File: src/rtl/lhc_pkg.sv
package lhc_pkg;
  typedef enum logic [1:0] {SH_IDLE, SH_RUN, SH_WAIT, SH_LATCH} shState_t;

  typedef struct packed {
    logic takeDot;
    logic padBit;
  } lhcStrobe_t;
endpackage

File: src/rtl/lhc_seq_ctrl.sv
module lhc_seq_ctrl
  import lhc_pkg::*;
#(
  parameter int LINE_DOTS  = 2496,
  parameter int FRAME_CLKS = 2560,
  parameter int HALF_PER   = 20,
  parameter int LATCH_CYC  = 60,
  parameter int NUM_STB    = 4,
  parameter int SW_W       = 16
) (
  input  logic             clk,
  input  logic             rstN,
  input  logic             pageSync,
  input  logic             lineSync,
  input  logic [SW_W-1:0]  strobeWidth,
  output lhcStrobe_t       ctrl,
  output logic             headClk,
  output logic             headLatch,
  output logic [NUM_STB-1:0] headStrobeN
);
  localparam int BIT_W = $clog2(FRAME_CLKS);
  localparam int PH_W  = $clog2(2 * HALF_PER);
  localparam int LT_W  = (LATCH_CYC > 1) ? $clog2(LATCH_CYC) : 1;
  localparam int IX_W  = (NUM_STB > 1) ? $clog2(NUM_STB) : 1;
  localparam logic [BIT_W-1:0] LAST_BIT = BIT_W'(FRAME_CLKS - 1);
  localparam logic [BIT_W-1:0] DOTS_L   = BIT_W'(LINE_DOTS);
  localparam logic [PH_W-1:0]  LAST_PH  = PH_W'(2 * HALF_PER - 1);
  localparam logic [PH_W-1:0]  HALF_L   = PH_W'(HALF_PER);
  localparam logic [LT_W-1:0]  LAST_LT  = LT_W'(LATCH_CYC - 1);
  localparam logic [IX_W-1:0]  LAST_IX  = IX_W'(NUM_STB - 1);

  shState_t         st;
  logic [BIT_W-1:0] bitCnt;
  logic [PH_W-1:0]  phase;
  logic [LT_W-1:0]  latchCnt;
  logic             stbActive;
  logic [IX_W-1:0]  stbIdx;
  logic [SW_W-1:0]  stbCnt;
  logic [SW_W-1:0]  stbW;
  logic             startStb;
  logic             slotStart;

  assign slotStart    = (st == SH_RUN) && (phase == '0);
  assign ctrl.takeDot = slotStart && (bitCnt < DOTS_L);
  assign ctrl.padBit  = slotStart && (bitCnt >= DOTS_L);
  assign startStb     = (st == SH_LATCH) && (latchCnt == LAST_LT);

  // Shift / latch sequencer
  always_ff @(posedge clk or negedge rstN) begin
    if (!rstN) begin
      st        <= SH_IDLE;
      bitCnt    <= '0;
      phase     <= '0;
      latchCnt  <= '0;
      headClk   <= 1'b0;
      headLatch <= 1'b0;
    end else begin
      headClk <= (st == SH_RUN) && (phase >= HALF_L);
      unique case (st)
        SH_IDLE: begin
          if (lineSync && pageSync) begin
            st     <= SH_RUN;
            phase  <= '0;
            bitCnt <= '0;
          end
        end
        SH_RUN: begin
          if (phase == LAST_PH) begin
            phase <= '0;
            if (bitCnt == LAST_BIT) st <= SH_WAIT;
            else                    bitCnt <= bitCnt + 1'b1;
          end else begin
            phase <= phase + 1'b1;
          end
        end
        SH_WAIT: begin
          if (!stbActive) begin
            st        <= SH_LATCH;
            latchCnt  <= '0;
            headLatch <= 1'b1;
          end
        end
        SH_LATCH: begin
          if (latchCnt == LAST_LT) begin
            st        <= SH_IDLE;
            headLatch <= 1'b0;
          end else begin
            latchCnt <= latchCnt + 1'b1;
          end
        end
        default: st <= SH_IDLE;
      endcase
    end
  end

  // Time-divided strobe sequencer
  always_ff @(posedge clk or negedge rstN) begin
    if (!rstN) begin
      stbActive <= 1'b0;
      stbIdx    <= '0;
      stbCnt    <= '0;
      stbW      <= SW_W'(1);
    end else if (startStb) begin
      stbActive <= 1'b1;
      stbIdx    <= '0;
      stbCnt    <= '0;
      stbW      <= (strobeWidth == '0) ? SW_W'(1) : strobeWidth;
    end else if (stbActive) begin
      if (stbCnt == stbW - 1'b1) begin
        stbCnt <= '0;
        if (stbIdx == LAST_IX) stbActive <= 1'b0;
        else                   stbIdx    <= stbIdx + 1'b1;
      end else begin
        stbCnt <= stbCnt + 1'b1;
      end
    end
  end

  for (genvar g = 0; g < NUM_STB; g++) begin : g_stb
    assign headStrobeN[g] = !(stbActive && (stbIdx == IX_W'(g)));
  end
endmodule

File: src/rtl/lhc_shift_path.sv
module lhc_shift_path
  import lhc_pkg::*;
(
  input  logic       clk,
  input  logic       rstN,
  input  lhcStrobe_t ctrl,
  input  logic       dotData,
  input  logic       dotValid,
  output logic       dotReady,
  output logic       headData,
  output logic       underrun
);
  assign dotReady = ctrl.takeDot;

  always_ff @(posedge clk or negedge rstN) begin
    if (!rstN) begin
      headData <= 1'b0;
      underrun <= 1'b0;
    end else if (ctrl.takeDot) begin
      headData <= dotValid && dotData;
      underrun <= !dotValid;
    end else begin
      underrun <= 1'b0;
      if (ctrl.padBit) headData <= 1'b0;
    end
  end
endmodule

File: src/rtl/ledhead_line_ctrl.sv
module ledhead_line_ctrl
  import lhc_pkg::*;
#(
  parameter int LINE_DOTS  = 2496,
  parameter int FRAME_CLKS = 2560,
  parameter int HALF_PER   = 20,
  parameter int LATCH_CYC  = 60,
  parameter int SW_W       = 16
) (
  input  logic            clk,
  input  logic            rstN,
  input  logic            pageSync,
  input  logic            lineSync,
  input  logic [SW_W-1:0] strobeWidth,
  input  logic            dotData,
  input  logic            dotValid,
  output logic            dotReady,
  output logic            headData,
  output logic            headClk,
  output logic            headLatch,
  output logic [3:0]      headStrobeN,
  output logic            underrun
);
  lhcStrobe_t ctrl;

  lhc_seq_ctrl #(
    .LINE_DOTS(LINE_DOTS), .FRAME_CLKS(FRAME_CLKS), .HALF_PER(HALF_PER),
    .LATCH_CYC(LATCH_CYC), .NUM_STB(4), .SW_W(SW_W)
  ) ctrl_i (
    .clk(clk), .rstN(rstN), .pageSync(pageSync), .lineSync(lineSync),
    .strobeWidth(strobeWidth), .ctrl(ctrl), .headClk(headClk),
    .headLatch(headLatch), .headStrobeN(headStrobeN)
  );

  lhc_shift_path path_i (
    .clk(clk), .rstN(rstN), .ctrl(ctrl), .dotData(dotData),
    .dotValid(dotValid), .dotReady(dotReady), .headData(headData),
    .underrun(underrun)
  );
endmodule

File: config.mk
export PLATFORM = sky130hd
export DESIGN_NAME = ledhead_line_ctrl
export DESIGN_NICKNAME = d
export VERILOG_FILES = /design/src/rtl/lhc_pkg.sv /design/src/rtl/lhc_seq_ctrl.sv /design/src/rtl/lhc_shift_path.sv /design/src/rtl/ledhead_line_ctrl.sv
export SDC_FILE = /design/constraint.sdc
export NUM_CORES = 1
export LEC_CHECK = 0
export BUFFER_PORTS_ARGS = -buffer_cell sky130_fd_sc_hd__buf_2
export CORE_MARGIN = 2
export CORE_UTILIZATION = 40
export CTS_BUF_LIST = sky130_fd_sc_hd__clkbuf_16
export DETAILED_ROUTE_END_ITERATION = 6
export SKIP_CTS_REPAIR_TIMING = 1
export SLEW_MARGIN = 5
export SYNTH_ARGS = -nofsm -noshare
export SYNTH_HDL_FRONTEND = slang
export SYNTH_SLANG_ARGS = --single-unit
File: constraint.sdc
create_clock -name clk -period 3.7 [get_ports clk]
set_clock_uncertainty 0.2 [all_clocks]
set_input_delay 0.555 -clock clk [delete_from_list [all_inputs] [get_ports clk]]
set_output_delay 0.555 -clock clk [all_outputs]
set_load 0.01 [all_outputs]
==> results.yml <==
run_status:
  status: "finished clean"
cells_and_area:
  n_fill_cell: 912
  n_antenna_cell: 0
  fin_nets: 506
  fin_area_mm2: 0.00449
  area_growth_pct: 15.6
  stdcell_count: 604
  drive_gt1_share_pct: 13.3
  multi_input_area_mm2: 0.00213
  seq_area_mm2: 0.00163
floorplan:
  row_count: 35
  chipWidth_um: 103
  die_h_um: 103
  design.portCount: 31
  core_mm2: 0.00933
  start_util_pct: 41.6
  die-area_mm2: 0.0105
place:
  dp.cells: 588
  dpl.hpwl_um: 6260
  globalplace.congestion: 0.865
  io_buffers: 30
  post_dp_cell_area_mm2: 0.00417
worst_setup_path:
  end_kind: "flop"
  cp_data_arrival_time_ps: 2940
  reg2reg_depth: 7
  ff2ff_setup_slack_ps: 820
  worst_ep_required_time_ps: 3760
  r2r-end: "ctrl_i.stbIdx[0]$_DFFE_PN0P_"
  crit_path_start_kind: "flop"
  worstPathMaxFanout: 8
  r2r_start: "ctrl_i.stbW[2]$_DFFE_PN0P_"
  criticalPathCategory: "reg2reg"
timing:
  tightest_slew_ps: 977
  rsz0062_at_grt: "false"
  slew_violations: 0
  fin_crit_ps: 2880
  fmax_mhz: 347
  post-route-period-util_pct: 77.8
  slew_headroom_pct: 34.8
  timing.hold.ws_ps: 182
  finalHoldViolCount: 0
  setup-violations-final: 0
  tns_ps: 0
detailed_routing:
  ant_nets: 0
  drt_wl_total_um: 8750
  wl_per_cell_um: 14.5
  drt_pass1_iterations: 4
  route.detailed.vias_per_inst: 5.35
  drcViolationCount: 0
  drt-initial-drc-count: 92
  dr_total_vias: 3231
yosys:
  ys_types: 56
  synthTopCellsByArea: "dfrtp_1 (41%), nand2_1 (7.2%), xnor2_1 (5.0%)"
  yosysTopAreaCellShare_pct: 41.2
  synth_flop_cell: "dfrtp_1"
  synth_common_cells: "nand2_1 (75), dfrtp_1 (64), nor2_1 (35)"
  syn_area_mm2: 0.00388
  yosysTopAreaCell: "dfrtp_1"
  synth_nets: 475
  yosysMostFrequentCell: "nand2_1"
  synth-seq-area-share_pct: 41.9
  yosys_warnings: 0
  postSynthCellCount: 439
  syn_avg_cell_area_um2: 8.85
  ys_seq_elements: 65
  synth_edf_count: 0
  async_flop_share_pct: 100
power:
  switching_share_pct: 20.5
  p_switching_uw: 338
  combPwrFrac_pct: 2.1
  seqPwrFrac_pct: 43.2
  p_clk_share_pct: 54.7
  irDropWorstVdd_v: 0.000343
  power_density_mw_per_mm2: 368
  p_int_uw: 1310
  leakagePower_uw: 0.00194
hold_path:
  worst_hold_path_type: "in2async"
clock_tree:
  cts_buffers: 9
  clk_pin_slew_ps: 60
  clockRootBuffer: "clkbuf_16"
  clock_latency_ps: 330
  clk_path_buf_depth: 2
  h-tree-depth: 3
  cts_tree: "built"
  cts_sinks: 65
global_route:
  grt_pass1_vias: 3139
  grt_max_degree: 44
  antenna_found_initial: 0
  gr-total-overflow: 0
  grt.total_usage_pct: 18.3
  grt_pass1_wl_um: 15000
job:
  cap_violations: 0
==> cell families after synthesis <==
kind of cell             Yosys count  synth area share [%]
multiplexers                       4                  1.06
flip-flops                        65                  41.9
AO/OA/AOI/OAI                     72                  12.3
XOR/XNOR                          44                  9.92
adder cells (fa/ha/maj)           14                  4.51
buffers and inverters             31                  3.22
AND/OR/NAND/NOR                  209                  27.0
==> flip-flops by register name, indices dropped and copies added (netlist names) <==
name / cells
ctrl_i.stbCnt: 16
ctrl_i.stbW: 16
ctrl_i.bitCnt: 12
ctrl_i.latchCnt: 6
ctrl_i.phase: 6
ctrl_i.st: 2
ctrl_i.stbIdx: 2
ctrl_i.headClk: 1
ctrl_i.headLatch: 1
ctrl_i.stbActive: 1
path_i.headData: 1
path_i.underrun: 1
==> cells in the final DEF (no fill, tap or decap), types with 14 or more instances in the layout <==
cell type   n
nand3_1    29
dfrtp_1    64
xnor2_1    22
a21oi_1    19
xor2_1     22
nor2_1     35
ha_1       14
o21ai_0    22
nand2_1    75
buf_2      30
inv_1      15
==> power by group through the flow <==
stage          combinational [uW]  clock, uW  sequential (uW)
2_1_floorplan                3.88          0              727
4_1_cts                      36.7        927              714
6_report                     34.9        903              714
3_3_place_gp                 35.9          0              726
3_5_place_dp                 36.5          0              726
5_1_grt                      40.9        960              714
==> area by class of cell <==
class                           count  share of cell area [%]
Multi-Input combinational cell    343                    47.5
Sequential cell                    65                    36.2
Clock buffer                        9                    5.02
Timing Repair Buffer               36                    4.35
Tap cell                          129                    3.59
Clock inverter                      7                    2.09
Inverter                           15                    1.25
==> through the flow <==
step / util (%) / setup slack [ps] / power (uW)
3_5_place_dp: 44.7 / 849 / 763
2_1_floorplan: - / 1030 / 731
3_3_place_gp: 44.7 / 796 / 762
6_report: 48.1 / 820 / 1650
4_1_cts: 48.1 / 816 / 1680
5_1_grt: 48.1 / 465 / 1710
==> how the worst max path moves through the flow <==
stage | to | slack, ps | depth (start not counted) | start
CTS | ctrl_i.stbIdx[0]$_DFFE_PN0P_ | 820 | 7 | ctrl_i.stbW[2]$_DFFE_PN0P_
global placement | ctrl_i.stbIdx[0]$_DFFE_PN0P_ | 800 | 7 | ctrl_i.stbW[2]$_DFFE_PN0P_
floorplan | ctrl_i.stbIdx[0]$_DFFE_PN0P_ | 1030 | 8 | ctrl_i.stbW[3]$_DFFE_PN0P_
detailed placement | ctrl_i.stbIdx[0]$_DFFE_PN0P_ | 850 | 7 | ctrl_i.stbW[2]$_DFFE_PN0P_
finish | ctrl_i.stbIdx[0]$_DFFE_PN0P_ | 820 | 7 | ctrl_i.stbW[2]$_DFFE_PN0P_
global route | ctrl_i.bitCnt[11]$_DFFE_PN0P_ | 470 | 8 | ctrl_i.phase[0]$_DFFE_PN0P_
==> worst max-delay path: stages (launching register included) <==
cell     delay, ps
dfrtp_1        460
nor3_1         640
and4_1         310
nor3_1          60
nor4_2         370
nand4_2        200
or4_1          430
a21oi_1        140
==> per-layer routing <==
| layer | global-route usage (%) | vias up | share of wire (%) |
|---|---|---|---|
| met5 | 0 | - | 0 |
| met4 | 5.95 | 0 | 1.6 |
| met3 | 4.20 | 12 | 2.9 |
| met2 | 28.0 | 46 | 46 |
| met1 | 25.8 | 1562 | 49 |
| li1 | - | 1611 | - |
No activity file was read; power rests on OpenSTA's default activity.
